$ cat src/rtl/i2c_as_pkg.sv
package i2c_as_pkg;
  typedef enum logic [3:0] {
    ST_IDLE,
    ST_ACK_LOW,
    ST_ACK_REL,
    ST_ACK_HIGH,
    ST_STP_SDA,
    ST_STP_LOW,
    ST_STP_SCLHI,
    ST_STP_REL,
    ST_STP_TAIL
  } seq_st_e;

  function automatic logic is_ack(input seq_st_e s);
    return (s == ST_ACK_LOW) || (s == ST_ACK_REL) || (s == ST_ACK_HIGH);
  endfunction

  function automatic logic is_stop(input seq_st_e s);
    return (s == ST_STP_SDA) || (s == ST_STP_LOW) || (s == ST_STP_SCLHI) ||
           (s == ST_STP_REL) || (s == ST_STP_TAIL);
  endfunction
endpackage

$ cat src/rtl/i2c_as_brg.sv
module i2c_as_brg #(
  parameter int CW = 8
) (
  input  logic          clk,
  input  logic          rst_n,
  input  logic          load,
  input  logic [CW-1:0] reload,
  output logic          tick
);
  localparam logic [CW-1:0] ZERO = '0;

  logic [CW-1:0] cnt;
  logic          run;

  always_ff @(posedge clk or negedge rst_n) begin
    if (!rst_n) begin
      cnt <= ZERO;
      run <= 1'b0;
    end else if (load) begin
      cnt <= reload;
      run <= 1'b1;
    end else if (run) begin
      if (cnt == ZERO) run <= 1'b0;
      else             cnt <= cnt - 1'b1;
    end
  end

  assign tick = run && (cnt == ZERO);

  a_r2_single_tick: assert property (@(posedge clk) disable iff (!rst_n)
    (tick && !load) |=> !tick);
  a_r2_no_early_tick: assert property (@(posedge clk) disable iff (!rst_n)
    (load && reload != ZERO) |=> !tick);
endmodule

$ cat src/rtl/i2c_as_fsm.sv
module i2c_as_fsm
  import i2c_as_pkg::*;
(
  input  logic clk,
  input  logic rst_n,
  input  logic ack_go,
  input  logic ack_nack,
  input  logic stop_go,
  input  logic scl_in,
  input  logic sda_in,
  input  logic tick,
  output logic brg_load,
  output logic scl_pull,
  output logic sda_pull,
  output logic ack_active,
  output logic stop_active,
  output logic stop_seen,
  output logic busy,
  output logic seq_done
);
  seq_st_e st, nxt;
  logic    nack_q;
  logic    stop_pend;
  logic    scl_hold;

  always_comb begin
    nxt      = st;
    brg_load = 1'b0;
    seq_done = 1'b0;
    case (st)
      ST_IDLE: begin
        if (ack_go) begin
          nxt      = ST_ACK_LOW;
          brg_load = 1'b1;
        end else if (stop_go || stop_pend) begin
          nxt = ST_STP_SDA;
        end
      end
      ST_ACK_LOW:  if (tick) nxt = ST_ACK_REL;
      ST_ACK_REL: begin
        if (scl_in) begin
          nxt      = ST_ACK_HIGH;
          brg_load = 1'b1;
        end
      end
      ST_ACK_HIGH: begin
        if (tick) begin
          nxt      = ST_IDLE;
          seq_done = 1'b1;
        end
      end
      ST_STP_SDA: begin
        if (!sda_in) begin
          nxt      = ST_STP_LOW;
          brg_load = 1'b1;
        end
      end
      ST_STP_LOW: begin
        if (tick) begin
          nxt      = ST_STP_SCLHI;
          brg_load = 1'b1;
        end
      end
      ST_STP_SCLHI: if (tick) nxt = ST_STP_REL;
      ST_STP_REL: begin
        if (sda_in && scl_in) begin
          nxt      = ST_STP_TAIL;
          brg_load = 1'b1;
        end
      end
      ST_STP_TAIL: begin
        if (tick) begin
          nxt      = ST_IDLE;
          seq_done = 1'b1;
        end
      end
      default: nxt = ST_IDLE;
    endcase
  end

  always_ff @(posedge clk or negedge rst_n) begin
    if (!rst_n) begin
      st        <= ST_IDLE;
      nack_q    <= 1'b1;
      stop_pend <= 1'b0;
      scl_hold  <= 1'b0;
      stop_seen <= 1'b0;
    end else begin
      st <= nxt;
      if (st == ST_IDLE && ack_go) nack_q <= ack_nack;
      if (st == ST_IDLE && nxt == ST_STP_SDA)
        stop_pend <= 1'b0;
      else if (stop_go && (is_ack(st) || (st == ST_IDLE && ack_go)))
        stop_pend <= 1'b1;
      if (st == ST_ACK_HIGH && tick)      scl_hold <= 1'b1;
      else if (st == ST_STP_TAIL && tick) scl_hold <= 1'b0;
      if (st == ST_IDLE && nxt != ST_IDLE)          stop_seen <= 1'b0;
      else if (st == ST_STP_REL && nxt == ST_STP_TAIL) stop_seen <= 1'b1;
    end
  end

  always_comb begin
    case (st)
      ST_IDLE:                scl_pull = scl_hold;
      ST_ACK_LOW, ST_STP_SDA,
      ST_STP_LOW:             scl_pull = 1'b1;
      default:                scl_pull = 1'b0;
    endcase
    if (is_ack(st))
      sda_pull = !nack_q;
    else
      sda_pull = (st == ST_STP_SDA) || (st == ST_STP_LOW) || (st == ST_STP_SCLHI);
  end

  assign ack_active  = is_ack(st);
  assign stop_active = is_stop(st) || stop_pend;
  assign busy        = (st != ST_IDLE) || stop_pend;

  a_r1_ack_drive: assert property (@(posedge clk) disable iff (!rst_n)
    (st == ST_IDLE && ack_go) |=> (scl_pull && ack_active && (sda_pull == !$past(ack_nack))));
  a_r3_stretch_hold: assert property (@(posedge clk) disable iff (!rst_n)
    (st == ST_ACK_REL && !scl_in) |=> (st == ST_ACK_REL && !scl_pull));
  a_r3_ack_end: assert property (@(posedge clk) disable iff (!rst_n)
    (st == ST_ACK_HIGH && tick) |=> (!ack_active && scl_pull && !sda_pull));
  a_r4_stop_entry: assert property (@(posedge clk) disable iff (!rst_n)
    (st == ST_STP_SDA) |-> (sda_pull && scl_pull && stop_active));
  a_r5_scl_first: assert property (@(posedge clk) disable iff (!rst_n)
    (st == ST_STP_SCLHI) |-> (!scl_pull && sda_pull));
  a_r6_seen_cond: assert property (@(posedge clk) disable iff (!rst_n)
    $rose(stop_seen) |-> $past(sda_in && scl_in));
  a_r7_prio: assert property (@(posedge clk) disable iff (!rst_n)
    (st == ST_IDLE && ack_go && stop_go) |=> (ack_active && stop_active));
endmodule

$ cat src/rtl/i2c_as_flags.sv
module i2c_as_flags #(
  parameter int DW = 8
) (
  input  logic          clk,
  input  logic          rst_n,
  input  logic          busy,
  input  logic          seq_done,
  input  logic          flag_clr,
  input  logic          buf_wr,
  input  logic [DW-1:0] buf_wdata,
  output logic          irq_flag,
  output logic          wcol_flag,
  output logic [DW-1:0] buf_q
);
  logic collide;
  assign collide = buf_wr && busy;

  always_ff @(posedge clk or negedge rst_n) begin
    if (!rst_n) begin
      irq_flag  <= 1'b0;
      wcol_flag <= 1'b0;
      buf_q     <= '0;
    end else begin
      if (seq_done)      irq_flag <= 1'b1;
      else if (flag_clr) irq_flag <= 1'b0;
      if (collide)       wcol_flag <= 1'b1;
      else if (flag_clr) wcol_flag <= 1'b0;
      if (buf_wr && !busy) buf_q <= buf_wdata;
    end
  end

  a_r8_reject: assert property (@(posedge clk) disable iff (!rst_n)
    (buf_wr && busy) |=> (wcol_flag && $stable(buf_q)));
  a_r8_accept: assert property (@(posedge clk) disable iff (!rst_n)
    (buf_wr && !busy) |=> (buf_q == $past(buf_wdata)));
  a_r9_irq_sticky: assert property (@(posedge clk) disable iff (!rst_n)
    (irq_flag && !flag_clr) |=> irq_flag);
  a_r9_clr: assert property (@(posedge clk) disable iff (!rst_n)
    (flag_clr && !seq_done) |=> !irq_flag);
endmodule

$ cat src/rtl/i2c_ackstop_seq.sv
module i2c_ackstop_seq #(
  parameter int CW = 8,
  parameter int DW = 8
) (
  input  logic          clk,
  input  logic          rst_n,
  input  logic          ack_go,
  input  logic          ack_nack,
  input  logic          stop_go,
  input  logic          flag_clr,
  input  logic [CW-1:0] brg_reload,
  input  logic          buf_wr,
  input  logic [DW-1:0] buf_wdata,
  input  logic          scl_in,
  input  logic          sda_in,
  output logic          scl_pull,
  output logic          sda_pull,
  output logic          ack_active,
  output logic          stop_active,
  output logic          stop_seen,
  output logic          irq_flag,
  output logic          wcol_flag,
  output logic [DW-1:0] buf_q
);
  logic tick, brg_load, busy, seq_done;

  i2c_as_brg #(.CW(CW)) u_brg (
    .clk    (clk),
    .rst_n  (rst_n),
    .load   (brg_load),
    .reload (brg_reload),
    .tick   (tick)
  );

  i2c_as_fsm u_fsm (
    .clk         (clk),
    .rst_n       (rst_n),
    .ack_go      (ack_go),
    .ack_nack    (ack_nack),
    .stop_go     (stop_go),
    .scl_in      (scl_in),
    .sda_in      (sda_in),
    .tick        (tick),
    .brg_load    (brg_load),
    .scl_pull    (scl_pull),
    .sda_pull    (sda_pull),
    .ack_active  (ack_active),
    .stop_active (stop_active),
    .stop_seen   (stop_seen),
    .busy        (busy),
    .seq_done    (seq_done)
  );

  i2c_as_flags #(.DW(DW)) u_flags (
    .clk       (clk),
    .rst_n     (rst_n),
    .busy      (busy),
    .seq_done  (seq_done),
    .flag_clr  (flag_clr),
    .buf_wr    (buf_wr),
    .buf_wdata (buf_wdata),
    .irq_flag  (irq_flag),
    .wcol_flag (wcol_flag),
    .buf_q     (buf_q)
  );

  a_r10_reset_idle: assert property (@(posedge clk) disable iff (!rst_n)
    (!ack_active && !stop_active) |-> !sda_pull);
endmodule

$ cat config.mk
export PLATFORM = sky130hd
export DESIGN_NAME = i2c_ackstop_seq
export DESIGN_NICKNAME = d
export VERILOG_FILES = /design/src/rtl/i2c_as_pkg.sv /design/src/rtl/i2c_as_brg.sv /design/src/rtl/i2c_as_fsm.sv /design/src/rtl/i2c_as_flags.sv /design/src/rtl/i2c_ackstop_seq.sv
export SDC_FILE = /design/constraint.sdc
export NUM_CORES = 1
export LEC_CHECK = 0
export BUFFER_PORTS_ARGS = -buffer_cell sky130_fd_sc_hd__buf_4
export CAP_MARGIN = 20
export CORE_MARGIN = 1
export CORE_UTILIZATION = 59
export CTS_BUF_LIST = sky130_fd_sc_hd__clkbuf_4 sky130_fd_sc_hd__clkbuf_8
export CTS_CLUSTER_DIAMETER = 100
export CTS_CLUSTER_SIZE = 12
export DETAILED_ROUTE_END_ITERATION = 10
export PLACE_DENSITY = 0.88
export RECOVER_POWER = 50
export SLEW_MARGIN = 0
export SYNTH_ARGS = -nofsm -noshare
export SYNTH_HDL_FRONTEND = slang
export SYNTH_HIERARCHICAL = 1
export SYNTH_SLANG_ARGS = --single-unit
$ cat constraint.sdc
create_clock -name clk -period 8 [get_ports clk]
set_input_delay 0.4 -clock clk [delete_from_list [all_inputs] [get_ports clk]]
set_output_delay 0.4 -clock clk [all_outputs]
set_load 0.02 [all_outputs]
==> metrics.txt <==
outcome=finished, final reports clean; total gr overflow=0; number of global-route vias before repair=1180; Synth Area per Inst=approximately 10 sq um; Cell Rows=18; Final min period=3.68 ns; initial antenna violation count=0; PortBufs=39; Net Sw Power=246 uW; Cells on Worst Hold Path=2; gp weighted congestion=0.907; kind of end point of the critical path=register; antenna cell count=0; switching portion of total power=about two fifths; EDFF count, synth=0; sequential fraction of the synthesis area=between 40 and 50%; number of max-cap violations=0; share of layout cells above drive strength 1=between 30% and 40%; DR pass1 iterations=4; Combinational Power Share=46.2%; final hold vios=0; total die area=around 2900 sq um; Finished Layout Cells=~220; Reg2Reg Depth=10; commonest non-fill, non-tap cell in the layout=buf_4; most frequent CP cell=inv_1; clk slew on worst S/H paths=around 0.14 ns; Worst Skew=approximately 0.0037 ns; Lkg Pwr=between 0.0008 and 0.0009 uW; antenna viol nets, final=0; slowest cell delay on critical path=0.70 ns; Final setup violation count=0; asr flop ratio synth=100%; Clock Tree Root=clkbuf_4; RR Endpoint=u_brg/cnt[5]; DR iter-0 viols=24; Post-Syn Nets=around 180; Pins Over Slew Limit=0; power share of the sequential group=43.5%; average wire per standard cell=15.1 um; first-pass GRT wire length=5190 um; Area Overhead vs Synth=19.2%; Post-DP HPWL=around 2400 um; post-synthesis register bit count=27; Ys Warns=6; reg-to-reg startpoint=u_brg/cnt[0]; pin count of the biggest net entering global routing=28; Die Height=between 50 and 60 um; nets=around 220; Placed Cells=214; Max FO, Critical Path=11; Min-Delay Startpoint=ack_go; Most used DFF post-synth=dfrtp_1; Total GRT Usage=approximately 25%; RSZ-0062 raised after global routing=no; Routed Wire Length=about 3300 um; Worst-Margin Slew=between 1 and 1.5 ns; clk sinks=27; I/O Pins=40; CTS tree=yes; Power Dens Cells=between 300 and 400 nW/um^2; die width=~53 um; Synth cell types=54; Hold Path End=u_fsm/stop_seen; CTS max path bufs=2; WP data arrival=3.89 ns; Worst Hold Class=primary input to register; CP delay by family, top=simple AND/OR/NAND/NOR gates; slowest CP cell=o211ai_1; crit path cell chain=inv_1 -> ha_1 -> nor3b_1 -> and3_1 -> nor2b_1 -> a31oi_1 -> o211ai_1 -> inv_1 -> o311a_2 -> a221o_1; critical path data required time=~8 ns; most frequent cells in the layout=buf_4 (31), dfrtp_1 (26), nor2_1 (11); Achievable Freq=272 MHz; CP Launch Type=register; initial core utilization=between 60% and 70%; Max IR drop VDD=between 0.0002 and 0.0003 V; Crit Path Class=register to register; H-tree levels=1; Internal=~350 uW; worst path bufs/invs=2; drt drc=0; Slew headroom=about 4.3%; area of the core=between 2000 and 2500 sq um; Final TNS setup=0 ns; Fillers=approximately 190; Clk pwr share=between 10% and 20%; Syn Inst Count=~150; Worst-Skew Late Latency=between 0.3 and 0.4 ns; r2r setup slk=~4.3 ns; Syn Std Cell Area=approximately 1600 sq um; post-detailed-route via-to-cell ratio=6.06; DR vias=1328; period utilisation layout=a little under half; Num CTS Buffers=3
how the worst max path moves through the flow:
stage	start	to	slack, ns	cells past startpoint
after floorplan	u_brg/cnt[0]	u_brg/cnt[5]	5.36	10
after global placement	u_brg/cnt[0]	u_brg/cnt[5]	4.61	10
after detailed placement	u_brg/cnt[0]	u_brg/cnt[5]	4.38	10
after CTS	u_brg/cnt[0]	u_brg/cnt[5]	4.36	10
after global routing	u_brg/cnt[0]	u_brg/cnt[5]	4.01	10
final	u_brg/cnt[0]	u_brg/cnt[5]	4.32	10
through the flow:
| step | instance area (sq um) | setup slack, ns | power, uW | utilization [%] | hold WS [ns] |
|---|---|---|---|---|---|
| after floorplan | 1560 | 5.36 | 445 | - | 0.104 |
| after global placement | 1850 | 4.61 | 529 | 74.2 | 0.326 |
| after detailed placement | 1850 | 4.38 | 543 | 74.2 | 0.331 |
| after CTS | 1890 | 4.36 | 605 | 75.8 | 0.270 |
| after global routing | 1860 | 4.01 | 634 | 74.6 | 0.275 |
| final | 1860 | 4.32 | 591 | 74.6 | 0.275 |
state kept, by name, indices dropped and copies added (netlist names):
register	count
u_brg/cnt	8
u_flags/buf_q	8
u_fsm/st	4
u_brg/run	1
u_flags/irq_flag	1
u_flags/wcol_flag	1
u_fsm/nack_q	1
u_fsm/scl_hold	1
u_fsm/stop_pend	1
u_fsm/stop_seen	1
metal layers:
| layer | routed length (um) | global-route usage [%] | vias up |
|---|---|---|---|
| li1 | - | - | 645 |
| met1 | 1430 | 32.7 | 634 |
| met2 | 1710 | 42.5 | 45 |
| met3 | 136 | 2.59 | 4 |
| met4 | 35 | 9.65 | 0 |
| met5 | 0 | 0 | - |
power by group through the flow:
stage          combinational (uW)  sequential (uW)  clock (uW)
6_report                      274              257        60.7
5_1_grt                       301              266        66.6
4_1_cts                       286              256        62.9
3_5_place_dp                  284              259           0
3_3_place_gp                  275              255           0
2_1_floorplan                 182              263           0
layout make-up:
| cell class | count | area (sq um) | share of cell area (%) |
|---|---|---|---|
| Inverter | 6 | 22.5 | 1.21 |
| Multi-Input combinational cell | 112 | 825 | 44.2 |
| Tap cell | 30 | 37.5 | 2.01 |
| Sequential cell | 27 | 677 | 36.3 |
| Clock buffer | 4 | 30.0 | 1.61 |
| Timing Repair Buffer | 40 | 273 | 14.6 |
timing repair:
item | CTS | global route
resized for setup | 0 | 0
hold buffers | 1 | 0
endpoints found under the hold margin | 26 | 0
setup buffers | 0 | 0
cells by family after synthesis:
family          synth area share [%]
simple gates                    23.6
compound gates                  18.6
flops                           43.3
buf+inv                         4.00
mux                             8.40
fa+ha+maj                       1.60
xor+xnor                       0.560
synth_stat cells, types with 3 or more instances:
cell	count	share of area, %
or4_1	3	1.4
inv_1	6	1.4
nor2_1	11	2.6
nor3_1	5	1.6
a21oi_1	8	2.6
dfrtp_1	26	42
a31oi_1	4	1.6
o21ai_0	8	2.6
mux2_4	8	7.7
nand2_1	10	2.4
clkbuf_1	3	0.72
or2_2	3	1.2
nor3b_1	4	1.9
(Power assumes the default switching activity.)
